<file path="config.mk">
export PLATFORM = sky130hd
export DESIGN_NAME = bpred_unit
export DESIGN_NICKNAME = d
export VERILOG_FILES = /design/src/rtl/bpred_pkg.sv /design/src/rtl/bpred_ctr_table.sv /design/src/rtl/bpred_tgt_buf.sv /design/src/rtl/bpred_unit.sv
export SDC_FILE = /design/constraint.sdc
export NUM_CORES = 2
export LEC_CHECK = 0
export ABC_AREA = 1
export BUFFER_PORTS_ARGS = -buffer_cell sky130_fd_sc_hd__buf_2
export CAP_MARGIN = 15
export CORE_AREA = 2 2 332 334
export DETAILED_ROUTE_END_ITERATION = 10
export DIE_AREA = 0 0 334 336
export SLEW_MARGIN = 20
export SYNTH_ARGS = -nofsm -noshare
export SYNTH_HDL_FRONTEND = slang
export SYNTH_SLANG_ARGS = --single-unit
</file>
<file path="constraint.sdc">
create_clock -name clk -period 9.2 [get_ports clk]
set_input_delay 1.84 -clock clk [delete_from_list [all_inputs] [get_ports clk]]
set_output_delay 1.84 -clock clk [all_outputs]
set_load 0.02 [all_outputs]
</file>
<file path="src/rtl/bpred_pkg.sv">
`timescale 1ns/1ps
package bpred_pkg;

    typedef enum logic [1:0] {
        CTR_SNT = 2'b00,
        CTR_WNT = 2'b01,
        CTR_WT  = 2'b10,
        CTR_ST  = 2'b11
    } ctr_state_e;

    // Transition function of one saturating counter
    function automatic ctr_state_e ctr_next(input ctr_state_e cur, input logic taken);
        ctr_state_e nxt;
        nxt = cur;
        unique case (cur)
            CTR_SNT: nxt = taken ? CTR_WNT : CTR_SNT;
            CTR_WNT: nxt = taken ? CTR_WT  : CTR_SNT;
            CTR_WT:  nxt = taken ? CTR_ST  : CTR_WNT;
            CTR_ST:  nxt = taken ? CTR_ST  : CTR_WT;
        endcase
        return nxt;
    endfunction

    function automatic logic ctr_votes_taken(input ctr_state_e s);
        return (s == CTR_WT) || (s == CTR_ST);
    endfunction

endpackage

</file>
<file path="src/rtl/bpred_ctr_table.sv">
`timescale 1ns/1ps
module bpred_ctr_table
    import bpred_pkg::*;
#(
    parameter int ENTRIES = 64,
    localparam int IDX_W  = $clog2(ENTRIES)
) (
    input  logic             clk,
    input  logic             rst_n,
    input  logic [IDX_W-1:0] rd_idx,
    output logic             rd_taken,
    input  logic             wr_en,
    input  logic [IDX_W-1:0] wr_idx,
    input  logic             wr_taken
);

    ctr_state_e ctr_vec [ENTRIES];

    for (genvar g = 0; g < ENTRIES; g++) begin : g_ctr
        ctr_state_e state_q;

        // State register of one counter
        always_ff @(posedge clk or negedge rst_n) begin
            if (!rst_n) begin
                state_q <= CTR_WNT;
            end else if (wr_en && (wr_idx == IDX_W'(g))) begin
                state_q <= ctr_next(state_q, wr_taken);
            end
        end

        assign ctr_vec[g] = state_q;
    end

    // Output decode
    always_comb begin
        rd_taken = ctr_votes_taken(ctr_vec[rd_idx]);
    end

endmodule

</file>
<file path="src/rtl/bpred_tgt_buf.sv">
`timescale 1ns/1ps
module bpred_tgt_buf #(
    parameter int ENTRIES = 16,
    parameter int ADDR_W  = 32,
    parameter int LSB     = 2,
    localparam int IDX_W  = $clog2(ENTRIES),
    localparam int TAG_W  = ADDR_W - IDX_W
) (
    input  logic              clk,
    input  logic              rst_n,
    input  logic [ADDR_W-1:0] rd_pc,
    output logic              rd_hit,
    output logic [ADDR_W-1:0] rd_target,
    input  logic              wr_en,
    input  logic [ADDR_W-1:0] wr_pc,
    input  logic [ADDR_W-1:0] wr_target
);

    logic [IDX_W-1:0]  rd_idx, wr_idx;
    logic [TAG_W-1:0]  rd_tag, wr_tag;

    assign rd_idx = rd_pc[LSB +: IDX_W];
    assign wr_idx = wr_pc[LSB +: IDX_W];

    // Tag is every address bit outside the index field
    if (LSB > 0) begin : g_tag_split
        assign rd_tag = {rd_pc[ADDR_W-1:LSB+IDX_W], rd_pc[LSB-1:0]};
        assign wr_tag = {wr_pc[ADDR_W-1:LSB+IDX_W], wr_pc[LSB-1:0]};
    end else begin : g_tag_high
        assign rd_tag = rd_pc[ADDR_W-1:IDX_W];
        assign wr_tag = wr_pc[ADDR_W-1:IDX_W];
    end

    logic              val_vec [ENTRIES];
    logic [TAG_W-1:0]  tag_vec [ENTRIES];
    logic [ADDR_W-1:0] tgt_vec [ENTRIES];

    for (genvar g = 0; g < ENTRIES; g++) begin : g_ent
        logic              val_q;
        logic [TAG_W-1:0]  tag_q;
        logic [ADDR_W-1:0] tgt_q;

        always_ff @(posedge clk or negedge rst_n) begin
            if (!rst_n) begin
                val_q <= 1'b0;
                tag_q <= '0;
                tgt_q <= '0;
            end else if (wr_en && (wr_idx == IDX_W'(g))) begin
                val_q <= 1'b1;
                tag_q <= wr_tag;
                tgt_q <= wr_target;
            end
        end

        assign val_vec[g] = val_q;
        assign tag_vec[g] = tag_q;
        assign tgt_vec[g] = tgt_q;
    end

    always_comb begin
        rd_hit    = val_vec[rd_idx] && (tag_vec[rd_idx] == rd_tag);
        rd_target = tgt_vec[rd_idx];
    end

endmodule

</file>
<file path="src/rtl/bpred_unit.sv">
`timescale 1ns/1ps
module bpred_unit #(
    parameter int ADDR_W      = 32,
    parameter int CTR_ENTRIES = 64,
    parameter int TGT_ENTRIES = 16,
    parameter int INSN_LSB    = 2
) (
    input  logic              clk,
    input  logic              rst_n,
    input  logic [ADDR_W-1:0] fetch_pc,
    output logic              pred_taken,
    output logic              pred_hit,
    output logic [ADDR_W-1:0] pred_target,
    input  logic              upd_valid,
    input  logic [ADDR_W-1:0] upd_pc,
    input  logic              upd_taken,
    input  logic [ADDR_W-1:0] upd_target
);

    localparam int CIDX_W = $clog2(CTR_ENTRIES);
    localparam logic [ADDR_W-1:0] STEP = ADDR_W'(1) << INSN_LSB;

    logic              ctr_taken;
    logic              tb_hit;
    logic [ADDR_W-1:0] tb_target;

    bpred_ctr_table #(
        .ENTRIES (CTR_ENTRIES)
    ) u_ctr (
        .clk      (clk),
        .rst_n    (rst_n),
        .rd_idx   (fetch_pc[INSN_LSB +: CIDX_W]),
        .rd_taken (ctr_taken),
        .wr_en    (upd_valid),
        .wr_idx   (upd_pc[INSN_LSB +: CIDX_W]),
        .wr_taken (upd_taken)
    );

    bpred_tgt_buf #(
        .ENTRIES (TGT_ENTRIES),
        .ADDR_W  (ADDR_W),
        .LSB     (INSN_LSB)
    ) u_tgt (
        .clk       (clk),
        .rst_n     (rst_n),
        .rd_pc     (fetch_pc),
        .rd_hit    (tb_hit),
        .rd_target (tb_target),
        .wr_en     (upd_valid && upd_taken),
        .wr_pc     (upd_pc),
        .wr_target (upd_target)
    );

    // Redirect only when both the direction and the target are known
    always_comb begin
        pred_hit    = tb_hit;
        pred_taken  = ctr_taken && tb_hit;
        pred_target = pred_taken ? tb_target : (fetch_pc + STEP);
    end

endmodule

</file>
==> flow_summary.json <==
{
  "clkTransAtPathRegs_ns": 0.06,
  "worst_slew_pin_slew_ns": 1.26,
  "hold_class": "reg -> reg",
  "worst_slack_ns": 1.35,
  "cts_buffers": 118,
  "root_buffer": "clkbuf_16",
  "grtUsageMet1_pct": 45.4,
  "crit_arrival_ns": 6.01,
  "critical_path_class": "in -> out",
  "clk_latency_ns": 0.71,
  "slew_headroom_pct": 15.8,
  "clock_path_buffers": 3,
  "fin_crit_ns": 7.85,
  "io_buffer_count": 133,
  "final_common_cell": "nand2_1",
  "synthTopCellsByArea": "dfrtp_1 (49%), o21ai_0 (14%), nand2_1 (14%)",
  "finalNetCount": 6759,
  "syn2layout_area_growth_pct": 9.91,
  "grt_antenna_before_repair": 14,
  "grt-ovfl-total": 0,
  "nFillCells": 10400,
  "max_freq_ghz": 0.127,
  "synth-edff-count": 0,
  "dpl-instance-area_mm2": 0.0542,
  "synth_top_family_by_area": "simple AND/OR/NAND/NOR gates",
  "p_switching_w": 0.00377,
  "synth_cells": 6845,
  "dieArea_mm2": 0.112,
  "intPower_w": 0.00942,
  "cts_tree": "built",
  "die_y_um": 336,
  "post_cts_buffers": 0,
  "drtAntennaViolNets": 0,
  "grt_first_pass_wirelength_um": 268000,
  "power_density_mw_per_mm2": 227,
  "num_rows": 121,
  "period_share_pct": 85.3,
  "status": "complete, no violations",
  "critPathMaxFanout": 58,
  "drt-vias-per-instance": 5.66,
  "timing.hold.ws_ns": 0.455,
  "stdcell_area_mm2": 0.0582,
  "muxShareOfSynthArea_pct": 0,
  "use_met2_pct": 47.9,
  "drc": 0,
  "routed_wl_um": 174000,
  "met3_usage_pct": 5.47,
  "dp_hpwl_um": 98900,
  "floorplan.core_area_mm2": 0.108,
  "grt_pass1_vias": 43300,
  "cp-start-kind": "input pin",
  "synthAdderAreaFrac_pct": 0.156,
  "drt_iter0_drc": 5052,
  "synth_flop_cell": "dfrtp_1",
  "critPathRequiredTime_ns": 7.36,
  "synth_compound_gate_area_share_pct": 18.6,
  "rsz0062_at_grt": "no",
  "grt_max_degree": 188,
  "post_cts_resized": 0,
  "synth_top_area_share_pct": 49.1,
  "io_pins": 134,
  "layout_common_cells": "nand2_1 (2001), o21ai_0 (1512), dfrtp_1 (1040)",
  "syn_avg_cell_area_um2": 7.74,
  "synth_area_mm2": 0.0530,
  "cap_viol_max_count": 0,
  "vias": 46300,
  "instances_no_fill": 8172,
  "globalplace.congestion": 0.919,
  "yosys_warnings": 0,
  "hold_viol": 0,
  "drt_pass1_iterations": 6,
  "synthesis.nets": 6946,
  "maxSlewViolCount": 0,
  "cts_max_level": 3,
  "track_usage_pct": 31.1,
  "synth.distinct_cells": 43,
  "die_w_um": 334,
  "skew_ns": 0.0102,
  "yosysTopAreaCell": "dfrtp_1",
  "ys_async_sr_fraction_pct": 100,
  "p_leak_nw": 27.9,
  "crit_path_end_kind": "output port",
  "ir_worst_vdd_uv": 154,
  "synth_seq_cells": 1104,
  "synth_xor_area_share_pct": 0.463,
  "synthSimpleGateAreaFrac_pct": 20.5,
  "grt_most_used_layer": "met2",
  "clock-sinks": 1104,
  "fin_tns_setup_ns": 0,
  "initial_core_util_pct": 48.8,
  "holdBufCountCts": 0,
  "dp_cells": 7952,
  "setup_viol": 0,
  "yosysSeqAreaShare_pct": 52.3,
  "drive_gt1_share_pct": 7.14,
  "p_clk_share_pct": 37.6,
  "drt-wirelength-per-cell_um": 21.3,
  "dp_slack_ns": 1.48,
  "p_seq_share_pct": 47.2,
  "p_sw_share_pct": 28.6,
  "pwr-share-comb_pct": 15.2
}
## power groups by stage
stage	registers [W]	clock network, W	logic (W)
after floorplan	0.00618	0	0.00140
after global placement	0.00627	0	0.00194
after detailed placement	0.00629	0	0.00199
after CTS	0.00621	0.00502	0.00200
after global routing	0.00633	0.00521	0.00233
final	0.00623	0.00495	0.00200
## per-stage QoR
| stage | power [W] | utilization (%) |
|---|---|---|
| after floorplan | 0.00758 | - |
| after global placement | 0.00821 | 50.0 |
| after detailed placement | 0.00828 | 50.0 |
| after CTS | 0.0132 | 53.7 |
| after global routing | 0.0139 | 53.7 |
| final | 0.0132 | 53.7 |
## logic make-up (layout without fill, tap and decap cells)
family          after synthesis  in the layout
compound gates             1850           1850
xor+xnor                     28             28
other cells                   0              3
buf+inv                    1081            991
simple gates               2774           2774
flops                      1104           1104
fa+ha+maj                     8              8
## Yosys cell counts (2+ instances only)
library cell and n:
o31ai_1 4, nand3_1 290, o211a_1 10, xor2_1 28, a211oi_1 2, a22oi_1 10, o22ai_1 75, inv_1 569
o21ai_0 1512, buf_6 4, o21bai_1 4, buf_1 20, o22a_1 6, a32oi_1 5, buf_2 83, nand4_1 10
maj3_1 7, buf_4 4, a22o_1 7, or2_2 3, clkinv_1 2, dfrtp_1 1040, o211ai_1 32, a31oi_1 7
o21ai_1 14, a32o_1 16, nand2_1 2012, a221oi_1 12, o221ai_1 25, nor2_1 431, a21oi_1 108, clkbuf_1 396
inv_2 3, dfstp_2 64, nor4_1 11, nor3_1 12
## flip-flops by register name (all words and copies together) (netlist names)
register             flops
u_ctr.g_ctr.state_q    128
u_tgt.g_ent.tag_q      448
u_tgt.g_ent.tgt_q      512
u_tgt.g_ent.val_q       16
## critical path: stages
cell and delay [ns]:
buf_2 0.25, clkinv_2 0.49, nor2_4 0.69, buf_4 0.64
nand2_1 0.13, nand2_1 0.15, inv_1 0.08, nand2_1 0.09
nand2_1 0.05, nand2_1 0.06, nand2_1 0.06, nor2_1 0.23
nand2_1 0.13, nor2_1 0.14, nand3_2 0.08, buf_4 0.36
o21ai_0 0.27, buf_2 0.20
## routing by layer
metal | routed length [um] | part of all wire (%)
met4 | 4320 | 2.5
met3 | 14000 | 8.0
met2 | 76600 | 44
met1 | 78900 | 45
met5 | 0 | 0
## worst paths after layout
kind | startpoint | endpoint | slack (ns) | cells past startpoint
max | fetch_pc[5] | pred_target[20] | 1.35 | 18
min | u_tgt.g_ent[9].val_q$_DFFE_PN0P_ | u_tgt.g_ent[9].val_q$_DFFE_PN0P_ | 0.45 | 2
max reg2reg | u_ctr.g_ctr[14].state_q[0]$_DFFE_PN1P_ | u_ctr.g_ctr[14].state_q[0]$_DFFE_PN1P_ | 8.04 | 5
min reg2reg | u_tgt.g_ent[9].val_q$_DFFE_PN0P_ | u_tgt.g_ent[9].val_q$_DFFE_PN0P_ | 0.45 | 2
max in group asynchronous | rst_n | u_ctr.g_ctr[17].state_q[1]$_DFFE_PN0P_ | 5.89 | 3
min in group asynchronous | rst_n | u_tgt.g_ent[9].tag_q[9]$_DFFE_PN0P_ | 1.20 | 1
## layout make-up
cell class,count,area (um2),area share [%]
multi-input combinational,4660,21200,36.4
tap,1414,1770,3.04
sequential,1104,27700,47.6
clock inverter,32,443,0.761
clock buffer,185,3580,6.15
inverter,574,2180,3.75
timing repair buffer,200,1350,2.32
antenna,3,7.51,0.0129
Power figures use the tool's default switching activity.
